<file path="config.mk">
export PLATFORM = sky130hd
export DESIGN_NAME = spi_cmdq_master
export DESIGN_NICKNAME = d
export VERILOG_FILES = /design/src/rtl/spi_cmdq_pkg.sv /design/src/rtl/spi_cmdq_tick.sv /design/src/rtl/spi_cmdq_regs.sv /design/src/rtl/spi_cmdq_engine.sv /design/src/rtl/spi_cmdq_master.sv
export SDC_FILE = /design/constraint.sdc
export NUM_CORES = 1
export LEC_CHECK = 0
export ABC_AREA = 1
export ABC_CLOCK_PERIOD_IN_PS = 4100
export BUFFER_PORTS_ARGS = -buffer_cell sky130_fd_sc_hd__buf_2
export CAP_MARGIN = 30
export CORE_MARGIN = 2
export CORE_UTILIZATION = 45
export DETAILED_ROUTE_END_ITERATION = 8
export HOLD_SLACK_MARGIN = 0.06
export PLACE_DENSITY = 0.67
export SKIP_CTS_REPAIR_TIMING = 1
export SYNTH_ARGS = -nofsm -noshare
export SYNTH_HDL_FRONTEND = slang
export SYNTH_HIERARCHICAL = 1
export SYNTH_SLANG_ARGS = --single-unit
</file>
<file path="constraint.sdc">
create_clock -name clk -period 4.1 [get_ports clk]
set_clock_uncertainty 0.2 [all_clocks]
set_input_delay 0.205 -clock clk [delete_from_list [all_inputs] [get_ports clk]]
set_output_delay 0.205 -clock clk [all_outputs]
set_load 0.01 [all_outputs]
</file>
<file path="src/rtl/spi_cmdq_pkg.sv">
package spi_cmdq_pkg;

  localparam int unsigned DIV_LO   = 8;
  localparam int unsigned DIV_HI   = 255;
  localparam int unsigned CS_BASE  = 2;

  // register byte addresses in the control region
  localparam logic [5:0] A_DIV   = 6'h00;
  localparam logic [5:0] A_MODE  = 6'h01;
  localparam logic [5:0] A_QBEG  = 6'h02;
  localparam logic [5:0] A_QEND  = 6'h03;
  localparam logic [5:0] A_RUN   = 6'h04;
  localparam logic [5:0] A_STAT  = 6'h05;

  // address regions selected by bus_addr[7:6]
  localparam logic [1:0] RG_CTL = 2'd0;
  localparam logic [1:0] RG_TX  = 2'd1;
  localparam logic [1:0] RG_RX  = 2'd2;
  localparam logic [1:0] RG_CMD = 2'd3;

  typedef enum logic [2:0] {
    ST_IDLE, ST_LOAD, ST_SHIFT, ST_HOLD, ST_GAP
  } eng_st_t;

  function automatic logic [7:0] clamp_div(input logic [7:0] v);
    if (v < 8'(DIV_LO)) return 8'(DIV_LO);
    if (v > 8'(DIV_HI)) return 8'(DIV_HI);
    return v;
  endfunction

  // index of the final clock edge of an entry: two edges per bit
  function automatic logic [4:0] last_edge_idx(input logic wide);
    return wide ? 5'd31 : 5'd15;
  endfunction

endpackage

</file>
<file path="src/rtl/spi_cmdq_tick.sv">
module spi_cmdq_tick #(
  parameter int DW = 8
) (
  input  logic          clk,
  input  logic          rst_n,
  input  logic          en_i,
  input  logic [DW-1:0] div_i,
  output logic          tick_o
);
  logic [DW-1:0] cnt_q;

  assign tick_o = en_i && (cnt_q == div_i - DW'(1));

  always_ff @(posedge clk or negedge rst_n) begin
    if (!rst_n)        cnt_q <= '0;
    else if (!en_i)    cnt_q <= '0;
    else if (tick_o)   cnt_q <= '0;
    else               cnt_q <= cnt_q + DW'(1);
  end


  tick_gap_chk: assert property (@(posedge clk) disable iff (!rst_n)
    tick_o |=> !tick_o);

endmodule

</file>
<file path="src/rtl/spi_cmdq_regs.sv">
module spi_cmdq_regs
  import spi_cmdq_pkg::*;
#(
  parameter int DEPTH = 16,
  localparam int PW = $clog2(DEPTH),
  localparam int BW = PW + 1
) (
  input  logic          clk,
  input  logic          rst_n,
  input  logic          bus_wr,
  input  logic [7:0]    bus_addr,
  input  logic [7:0]    bus_wdata,
  output logic [7:0]    bus_rdata,
  output logic [7:0]    div_o,
  output logic          cpol_o,
  output logic          cpha_o,
  output logic          force8_o,
  output logic [PW-1:0] qbeg_o,
  output logic [PW-1:0] qend_o,
  output logic          hold_last_o,
  output logic          go_o,
  output logic          abort_o,
  output logic          done_o,
  input  logic          fin_i,
  input  logic [PW-1:0] rd_idx_i,
  output logic [7:0]    cmd_o,
  output logic [15:0]   tx_o,
  input  logic          rx_we_i,
  input  logic [PW-1:0] rx_idx_i,
  input  logic          rx_wide_i,
  input  logic [15:0]   rx_data_i
);
  logic [7:0] div_q, mode_q, run_q;
  logic [PW-1:0] qbeg_q, qend_q;
  logic done_q;
  logic [7:0] tx_m  [2*DEPTH];
  logic [7:0] rx_m  [2*DEPTH];
  logic [7:0] cmd_m [DEPTH];

  logic [1:0] rg;
  logic [5:0] idx;
  logic in_bytes, in_cmds;
  assign rg       = bus_addr[7:6];
  assign idx      = bus_addr[5:0];
  assign in_bytes = idx < 6'(2*DEPTH);
  assign in_cmds  = idx < 6'(DEPTH);

  logic wr_ctl;
  assign wr_ctl  = bus_wr && rg == RG_CTL;
  assign go_o    = wr_ctl && idx == A_RUN && bus_wdata[6];
  assign abort_o = wr_ctl && idx == A_RUN && !bus_wdata[6];

  always_ff @(posedge clk or negedge rst_n) begin
    if (!rst_n) begin
      div_q  <= 8'(DIV_LO);
      mode_q <= '0;
      run_q  <= '0;
      qbeg_q <= '0;
      qend_q <= '0;
      done_q <= 1'b0;
      for (int i = 0; i < 2*DEPTH; i++) begin
        tx_m[i] <= '0;
        rx_m[i] <= '0;
      end
      for (int i = 0; i < DEPTH; i++) cmd_m[i] <= '0;
    end else begin
      if (wr_ctl) begin
        case (idx)
          A_DIV:  div_q  <= clamp_div(bus_wdata);
          A_MODE: mode_q <= bus_wdata;
          A_QBEG: qbeg_q <= bus_wdata[PW-1:0];
          A_QEND: qend_q <= bus_wdata[PW-1:0];
          A_RUN:  run_q  <= bus_wdata;
          default: ;
        endcase
      end
      if (bus_wr && rg == RG_TX && in_bytes) tx_m[idx[BW-1:0]] <= bus_wdata;
      if (bus_wr && rg == RG_CMD && in_cmds) cmd_m[idx[PW-1:0]] <= bus_wdata;
      if (rx_we_i) begin
        rx_m[{rx_idx_i, 1'b0}] <= rx_data_i[15:8];
        if (rx_wide_i) rx_m[{rx_idx_i, 1'b1}] <= rx_data_i[7:0];
      end
      if (fin_i) done_q <= 1'b1;
      else if (wr_ctl && idx == A_STAT && !bus_wdata[0]) done_q <= 1'b0;
    end
  end

  always_comb begin
    bus_rdata = '0;
    case (rg)
      RG_CTL: case (idx)
        A_DIV:  bus_rdata = div_q;
        A_MODE: bus_rdata = mode_q;
        A_QBEG: bus_rdata = 8'(qbeg_q);
        A_QEND: bus_rdata = 8'(qend_q);
        A_RUN:  bus_rdata = run_q;
        A_STAT: bus_rdata = {7'd0, done_q};
        default: bus_rdata = '0;
      endcase
      RG_TX:  if (in_bytes) bus_rdata = tx_m[idx[BW-1:0]];
      RG_RX:  if (in_bytes) bus_rdata = rx_m[idx[BW-1:0]];
      default: if (in_cmds) bus_rdata = cmd_m[idx[PW-1:0]];
    endcase
  end

  assign div_o       = div_q;
  assign cpol_o      = mode_q[1];
  assign cpha_o      = mode_q[0];
  assign force8_o    = mode_q[5];
  assign qbeg_o      = qbeg_q;
  assign qend_o      = qend_q;
  assign hold_last_o = run_q[7];
  assign done_o      = done_q;
  assign cmd_o       = cmd_m[rd_idx_i];
  assign tx_o        = {tx_m[{rd_idx_i, 1'b0}], tx_m[{rd_idx_i, 1'b1}]};


  done_src_chk: assert property (@(posedge clk) disable iff (!rst_n)
    $rose(done_q) |-> $past(fin_i));

endmodule

</file>
<file path="src/rtl/spi_cmdq_engine.sv">
module spi_cmdq_engine
  import spi_cmdq_pkg::*;
#(
  parameter int DEPTH = 16,
  parameter int NCS   = 2,
  localparam int PW = $clog2(DEPTH)
) (
  input  logic           clk,
  input  logic           rst_n,
  input  logic           go_i,
  input  logic           abort_i,
  input  logic [PW-1:0]  qbeg_i,
  input  logic [PW-1:0]  qend_i,
  input  logic           hold_last_i,
  input  logic           cpol_i,
  input  logic           cpha_i,
  input  logic           force8_i,
  input  logic           tick_i,
  input  logic [7:0]     cmd_i,
  input  logic [15:0]    tx_i,
  input  logic           miso_i,
  output logic [PW-1:0]  ptr_o,
  output logic           tick_en_o,
  output logic           sck_o,
  output logic           mosi_o,
  output logic [NCS-1:0] cs_n_o,
  output logic           rx_we_o,
  output logic           rx_wide_o,
  output logic [15:0]    rx_data_o,
  output logic           fin_o
);
  eng_st_t st_q;
  logic [PW-1:0] ptr_q;
  logic [4:0]  ecnt_q;
  logic [15:0] tx_sr, rx_sr;
  logic wide_q, cont_q, sck_r, cs_act;
  logic [1:0] dev_q;

  logic unused_cmd_bits;
  assign unused_cmd_bits = ^cmd_i[5:2];

  logic seg_end, is_last, keep_cs, samp, at_last, ld_wide;
  assign seg_end = (st_q == ST_HOLD) && tick_i;
  assign is_last = ptr_q == qend_i;
  assign keep_cs = is_last ? hold_last_i : cont_q;
  assign samp    = ecnt_q[0] == cpha_i;
  assign at_last = ecnt_q == last_edge_idx(wide_q);
  assign ld_wide = cmd_i[6] && !force8_i;

  always_ff @(posedge clk or negedge rst_n) begin
    if (!rst_n) begin
      st_q   <= ST_IDLE;
      ptr_q  <= '0;
      ecnt_q <= '0;
      tx_sr  <= '0;
      rx_sr  <= '0;
      wide_q <= 1'b0;
      cont_q <= 1'b0;
      sck_r  <= 1'b0;
      cs_act <= 1'b0;
      dev_q  <= '0;
    end else if (abort_i) begin
      st_q   <= ST_IDLE;
      cs_act <= 1'b0;
      sck_r  <= 1'b0;
    end else begin
      case (st_q)
        ST_IDLE: if (go_i) begin
          ptr_q <= qbeg_i;
          st_q  <= ST_LOAD;
        end
        ST_LOAD: begin
          wide_q <= ld_wide;
          tx_sr  <= ld_wide ? tx_i : {tx_i[15:8], 8'h00};
          cont_q <= cmd_i[7];
          dev_q  <= cmd_i[1:0];
          cs_act <= 1'b1;
          ecnt_q <= '0;
          rx_sr  <= '0;
          st_q   <= ST_SHIFT;
        end
        ST_SHIFT: if (tick_i) begin
          sck_r <= ~sck_r;
          if (samp)               rx_sr <= {rx_sr[14:0], miso_i};
          else if (ecnt_q != '0)  tx_sr <= {tx_sr[14:0], 1'b0};
          if (at_last) st_q <= ST_HOLD;
          else         ecnt_q <= ecnt_q + 5'd1;
        end
        ST_HOLD: if (tick_i) begin
          cs_act <= keep_cs;
          if (is_last) st_q <= ST_IDLE;
          else begin
            ptr_q <= ptr_q + 1'b1;
            st_q  <= keep_cs ? ST_LOAD : ST_GAP;
          end
        end
        ST_GAP: if (tick_i) st_q <= ST_LOAD;
        default: st_q <= ST_IDLE;
      endcase
    end
  end

  generate
    for (genvar d = 0; d < NCS; d++) begin : g_cs
      assign cs_n_o[d] = !(cs_act && dev_q == 2'(CS_BASE + d));
    end
  endgenerate

  assign ptr_o     = ptr_q;
  assign tick_en_o = st_q == ST_SHIFT || st_q == ST_HOLD || st_q == ST_GAP;
  assign sck_o     = sck_r ^ cpol_i;
  assign mosi_o    = tx_sr[15];
  assign rx_we_o   = seg_end;
  assign rx_wide_o = wide_q;
  assign rx_data_o = wide_q ? rx_sr : {rx_sr[7:0], 8'h00};
  assign fin_o     = seg_end && is_last;


  sck_on_tick_chk: assert property (@(posedge clk) disable iff (!rst_n)
    (!tick_i && !abort_i) |=> $stable(sck_r));


  abort_idle_chk: assert property (@(posedge clk) disable iff (!rst_n)
    abort_i |=> ((&cs_n_o) && !sck_r));


  cs_release_chk: assert property (@(posedge clk) disable iff (!rst_n)
    $rose(&cs_n_o) |-> $past(seg_end || abort_i || st_q == ST_LOAD));

endmodule

</file>
<file path="src/rtl/spi_cmdq_master.sv">
module spi_cmdq_master
  import spi_cmdq_pkg::*;
#(
  parameter int DEPTH = 16,
  parameter int NCS   = 2
) (
  input  logic           clk,
  input  logic           rst_n,
  input  logic           bus_wr,
  input  logic [7:0]     bus_addr,
  input  logic [7:0]     bus_wdata,
  output logic [7:0]     bus_rdata,
  output logic           sck_o,
  output logic           mosi_o,
  input  logic           miso_i,
  output logic [NCS-1:0] cs_n_o,
  output logic           done_o
);
  localparam int PW = $clog2(DEPTH);

  logic [7:0] div;
  logic cpol, cpha, force8, hold_last, go, abort, fin, tick, tick_en;
  logic rx_we, rx_wide;
  logic [PW-1:0] qbeg, qend, ptr;
  logic [7:0] cmd;
  logic [15:0] tx, rx_data;

  spi_cmdq_regs #(.DEPTH(DEPTH)) u_regs (
    .clk(clk), .rst_n(rst_n),
    .bus_wr(bus_wr), .bus_addr(bus_addr), .bus_wdata(bus_wdata),
    .bus_rdata(bus_rdata),
    .div_o(div), .cpol_o(cpol), .cpha_o(cpha), .force8_o(force8),
    .qbeg_o(qbeg), .qend_o(qend), .hold_last_o(hold_last),
    .go_o(go), .abort_o(abort), .done_o(done_o), .fin_i(fin),
    .rd_idx_i(ptr), .cmd_o(cmd), .tx_o(tx),
    .rx_we_i(rx_we), .rx_idx_i(ptr), .rx_wide_i(rx_wide), .rx_data_i(rx_data)
  );

  spi_cmdq_tick #(.DW(8)) u_tick (
    .clk(clk), .rst_n(rst_n), .en_i(tick_en), .div_i(div), .tick_o(tick)
  );

  spi_cmdq_engine #(.DEPTH(DEPTH), .NCS(NCS)) u_eng (
    .clk(clk), .rst_n(rst_n), .go_i(go), .abort_i(abort),
    .qbeg_i(qbeg), .qend_i(qend), .hold_last_i(hold_last),
    .cpol_i(cpol), .cpha_i(cpha), .force8_i(force8), .tick_i(tick),
    .cmd_i(cmd), .tx_i(tx), .miso_i(miso_i),
    .ptr_o(ptr), .tick_en_o(tick_en), .sck_o(sck_o), .mosi_o(mosi_o),
    .cs_n_o(cs_n_o), .rx_we_o(rx_we), .rx_wide_o(rx_wide),
    .rx_data_o(rx_data), .fin_o(fin)
  );

endmodule

</file>
Word level (Yosys, flattened, before mapping)
Index checks and enable logic that the tools add are counted.
- add/sub/neg operators: 4
- $lt $le $gt $ge: 13
- eq/ne operators: 31
- multiplexer cells: 84
- bitwise logic cells: 8
- reduce and logical (&&, ||, !) cells: 50
- operators by type and width (operator ; count):
    256-bit bitwise mux ; 3
    256-bit two-way mux ; 1
    8-bit two-way mux ; 26
    8-bit binary-select mux with 5-bit select ; 4
    128-bit bitwise mux ; 1
    8-bit demux with 5-bit select ; 3
    16-bit two-way mux ; 6
    8-bit binary-select mux with 4-bit select ; 2
    16-bit one-hot mux with 2 select lines ; 2
    8-bit one-hot mux with 6 select lines ; 1
    8-bit demux with 4-bit select ; 1
    3-bit two-way mux ; 8
    8-bit one-hot mux with 3 select lines ; 1
    1-bit logical AND ; 20
    6-bit >= comparator, second input constant ; 3
    6-bit by 1-bit less-than comparator with 1-bit output, second input constant ; 3
    5-bit inverter with 6-bit output ; 3
    2-bit AND reduction ; 8
    1-bit two-way mux ; 15
    5-bit two-way mux ; 3
    3-bit one-hot mux with 5 select lines ; 1
    5-bit AND reduction ; 3
    6-bit by 2-bit == test with 1-bit output, second input constant ; 2
    6-bit by 3-bit == test with 1-bit output, second input constant ; 2
    40 further kinds ; 68
- bits in registers: 731
- input bits: 20
- output and inout bits: 13
- word-level logic and storage cells: 287

Logic depth before layout (Yosys ltp)
- depth after elaboration: 9
- depth in mapped cells: 20

Hierarchy
The synthesis kept the hierarchy.
- by module, submodules not included (module ; times used ; cells an instance ; area an instance (µm²)):
    spi_cmdq_regs ; 1 ; 4682 ; 34434.3
    spi_cmdq_engine ; 1 ; 391 ; 2839.0
    spi_cmdq_tick ; 1 ; 103 ; 670.6

Worst setup path after synthesis
OpenSTA, ideal clock, no wires.
- path kind: register -> register
- from: register u_eng.st_q[1]
- to: register u_regs/rx_m[149] in the netlist's numbering
- arrival: 2855 ps
- data required time: 3771 ps
- setup slack: 917 ps
- cell stages (with the launch flop): 20
- buffers on the path: 3
- period minus slack after synthesis: 3183 ps
- cell sequence: dfrtp_1 -> buf_2 -> o21ai_0 -> o21ai_0 -> inv_1 -> nand3_1 -> nor2_1 -> nand3_1 -> nor2_1 -> nand3_2 -> inv_1 -> inv_1 -> nor2_2 -> buf_4 -> inv_4 -> nor4_4 -> nand2_2 -> buf_2 -> nand2_1 -> o21ai_1
- cells in the longest elaborated chain, start to end: 5
- elaborated cells between the ends (all ways): 7
- those cells by class: 3 x eq/ne; 4 x reduce/logical
- ends and longest elaborated chain (item ; RTL line ; RTL):
    start: declaration ; spi_cmdq_engine.sv:32 ; eng_st_t st_q;
    start signal: assignment ; spi_cmdq_engine.sv:94 ; st_q <= keep_cs ? ST_LOAD : ST_GAP;
    3-bit by 2-bit == test with 1-bit output ; spi_cmdq_engine.sv:110 ; assign tick_en_o = st_q == ST_SHIFT || st_q == ST_HOLD || st_q == ST_GAP;
    1-bit logical OR ; spi_cmdq_engine.sv:110 ;
    1-bit logical OR (*) ; spi_cmdq_engine.sv:110 ;
    named net tick_en ; spi_cmdq_master.sv:22 ; logic cpol, cpha, force8, hold_last, go, abort, fin, tick, tick_en;
    1-bit logical AND (*) ; spi_cmdq_tick.sv:12 ; assign tick_o = en_i && (cnt_q == div_i - DW'(1));
    named net tick ; spi_cmdq_master.sv:22 ;
    1-bit logical AND (*) ; spi_cmdq_engine.sv:43 ; assign seg_end = (st_q == ST_HOLD) && tick_i;
    named net rx_we ; spi_cmdq_master.sv:23 ; logic rx_we, rx_wide;
    end signal: indexed assignment ; spi_cmdq_regs.sv:80 ; rx_m[{rx_idx_i, 1'b0}] <= rx_data_i[15:8];
    end signal: indexed assignment ; spi_cmdq_regs.sv:81 ; if (rx_wide_i) rx_m[{rx_idx_i, 1'b1}] <= rx_data_i[7:0];
    end: declaration ; spi_cmdq_regs.sv:37 ; logic [7:0] rx_m [2*DEPTH];
The timed path passes the listed nets; every way through them passes the cells marked *.
A chain may end at the register's enable or synchronous reset.

Final worst setup path
- from: register u_eng.st_q[1]
- to: register u_regs/rx_m[166] in the netlist's numbering
The elaborated chain is that of the path after synthesis.

==> results.md <==
* Status: finished, final reports clean
* Setup TNS at 0 ns
* Crit path arrival time at around 4.0 ns
* Worst-Margin Slew at about 1.0 ns
* Final net count at a little under 5k
* Slew Limit Fails at 0
* Hold WC Path Type: primary input to asynchronous set/reset pin
* Setup CP Type: flip-flop to flip-flop
* M3 GR Usage at under 10%
* FF-to-FF path depth at 16
* Post-layout util at ~50%
* Setup crit start kind: flip-flop
* GRT Max-Usage Layer: met2
* Chip width at between 200 and 300 um
* Net switching power at around 0.0075 W
* Seq pwr share at roughly two fifths
* WHS at around 0.12 ns
* Initial DRC Count at ~4.4k
* First-pass DRT Iterations at 6
* Area Overhead vs Synth at 9.88%
* Flop-to-flop setup slack at around 0.37 ns
* Avg Cell Area, Syn at between 7 and 8 sq um
* Final period util at about nine tenths
* M1 GR Usage at a little over 40%
* Routed via count at 34.6k
* Fmax at between 200 and 300 MHz
* Die height at approximately 290 um
* Share of layout cells above drive strength 1 at 7.19%
* CP Launch Point: u_eng/st_q[1]$_DFFE_PN0P_
* DRC at 0
* Ys Warns at 6
* PD cells at 509 mW/mm^2
* DP Wirelength at approximately 77,000 um
* Leakage at between 15 and 20 nW
* Post-Route WL at about 120,000 um
* Initial Utilization at between 40% and 50%
* Nature of the critical path endpoint: flip-flop
* CTS root buffer: clkbuf_16
* Number of CTS-inserted buffers at 81
* RSZ-0062 raised after global routing: yes
* M2 GR Usage at a little over two fifths
* GRT Util Overall at 29.0%
* IO Pins at 33
* WL/cell at approximately 20 um
* Antenna-violating nets left at 0
* Total chip power at 0.0210 W
* GR Overflow Total at 0
* Number of global-route vias before repair at around 32k
* Comb pwr share at between 20% and 30%
* Initial antenna violation count at 3
* Clock sink count at between 700 and 800
* Crit path max fanout at 17
* Slew HR at a little under a third
* Finish-stage setup viols at 0
* Sw Ratio at approximately 36%
* Core footprint at about 0.082 sq mm
* Number of I/O port buffers at 32
* Inserted Diodes at 0
* # rows at between 100 and 150
* RR Startpoint: u_eng/st_q[1]$_DFFE_PN0P_
* Max Cap Viol at 0
* Clk buf depth at 3
* Reg clk slew, reported paths at approximately 0.070 ns
* Worst reg2reg endpoint: u_regs/rx_m[166]$_DFFE_PN0P_
* Syn_nets at 5,109
* Post-Syn Area at about 0.037 sq mm
* Crit path time final at between 3 and 4 ns
* VDD IR-drop max at 0.453 mV
* WP data required at about 4.4 ns
* Largest net degree at the start of global routing at roughly 130
* Int Power at around 0.013 W
* Clk pwr share at 36.0%
* CTS tree: built
* Post-synthesis instance total at just over 5k
* Final Hold Fails at 0
* First-pass GRT wire length at about 190,000 um
* Die area at between 0.08 and 0.09 sq mm
* H-Tree Level Count at 3
* Worst-Skew Late Latency at 0.66 ns
* GPL Wtd Cong at 0.917
* DR vias/cell at 5.69
cell type report:
| class | count | area (sq um) |
|---|---|---|
| Fill cell | 8001 | 41100 |
| Clock inverter | 31 | 394 |
| Inverter | 230 | 876 |
| Timing Repair Buffer | 120 | 1070 |
| Sequential cell | 731 | 18300 |
| Tap cell | 1070 | 1340 |
| Clock buffer | 111 | 2320 |
| Multi-Input combinational cell | 3784 | 16900 |
worst max-delay path: stages (launching register included):
cell and delay, ns:
dfrtp_1 0.46, o21ai_0 0.31, o21ai_0 0.16, inv_1 0.15
nand3_1 0.09, nor2_1 0.09, nand3_1 0.08, nor2_1 0.12
nand3_2 0.12, inv_1 0.16, inv_1 0.12, nor2_2 0.38
inv_4 0.23, nor2_4 0.42, nand2_2 0.28, nand2_1 0.11
o21ai_0 0.09
power by group through the flow:
stage / Sequential [W] / Clock, W / Combinational [W]
after global routing: 0.00811 / 0.00795 / 0.00582
after floorplan: 0.00796 / 0 / 0.00344
after CTS: 0.00805 / 0.00765 / 0.00518
final: 0.00806 / 0.00755 / 0.00535
after detailed placement: 0.00817 / 0 / 0.00516
after global placement: 0.00817 / 0 / 0.00512
per-layer routing:
metal  wire length, um  vias to the layer above  share of wire (%)
met3             13300                      272                 11
met5                22                        -              0.018
met4              4540                        4                3.6
met2             54100                     1801                 43
li1                  -                    16100                  -
met1             53000                    16400                 42
cell usage in the layout (no fill, tap or decap), types with 3 or more instances in the layout:
cell type / instances
nor2_4: 17
buf_4: 61
nor2_8: 3
clkinvlp_4: 3
bufinv_16: 7
o221ai_1: 49
mux2i_1: 8
xnor2_1: 4
nand3_1: 110
a21oi_1: 115
clkinv_1: 4
buf_12: 13
nor4_4: 4
ha_1: 5
clkinv_2: 14
o22ai_1: 28
inv_1: 206
clkbuf_16: 84
o21a_1: 8
nor3_1: 3
o31ai_1: 4
inv_4: 5
inv_2: 15
o211ai_1: 23
nand4_1: 19
dfrtp_1: 727
clkbuf_1: 15
clkbuf_8: 12
nand3_2: 7
buf_2: 29
xor2_1: 10
o21ai_0: 871
o21ai_1: 79
nor2_1: 360
nand2_1: 1982
nand2_4: 4
nor2_2: 11
nand2_2: 50
dlygate4sd3_1: 13
registers in the layout, indices dropped and copies added, names as in the netlist, 2 cells and up:
| register | cells |
|---|---|
| u_regs/tx_m | 256 |
| u_eng/tx_sr | 16 |
| u_regs/run_q | 8 |
| u_regs/qend_o | 4 |
| u_regs/rx_m | 256 |
| u_regs/mode_q | 8 |
| u_eng/ptr_o | 4 |
| u_regs/div_o | 8 |
| u_eng/dev_q | 2 |
| u_eng/rx_sr | 16 |
| u_eng/ecnt_q | 5 |
| u_eng/st_q | 3 |
| u_regs/cmd_m | 128 |
| u_regs/qbeg_o | 4 |
| u_tick/cnt_q | 8 |
stage by stage:
step / worst slack, ns / area [sq um] / cells
finish: 0.369 / 41200 / 6077
global route: -0.00266 / 41200 / 6077
CTS: 0.127 / 41000 / 6062
detailed placement: 0.118 / 38200 / 5920
global placement: 0.246 / 38200 / 5920
floorplan: 0.917 / 37500 / 5084
worst max path at each step:
stage / to / cells after the start
floorplan: u_regs/rx_m[149]$_DFFE_PN0P_ / 19
global placement: u_regs/rx_m[135]$_DFFE_PN0P_ / 16
detailed placement: u_regs/rx_m[7]$_DFFE_PN0P_ / 15
CTS: u_regs/rx_m[134]$_DFFE_PN0P_ / 15
global route: u_regs/rx_m[165]$_DFFE_PN0P_ / 16
finish: u_regs/rx_m[166]$_DFFE_PN0P_ / 16
Power figures use the tool's default switching activity.
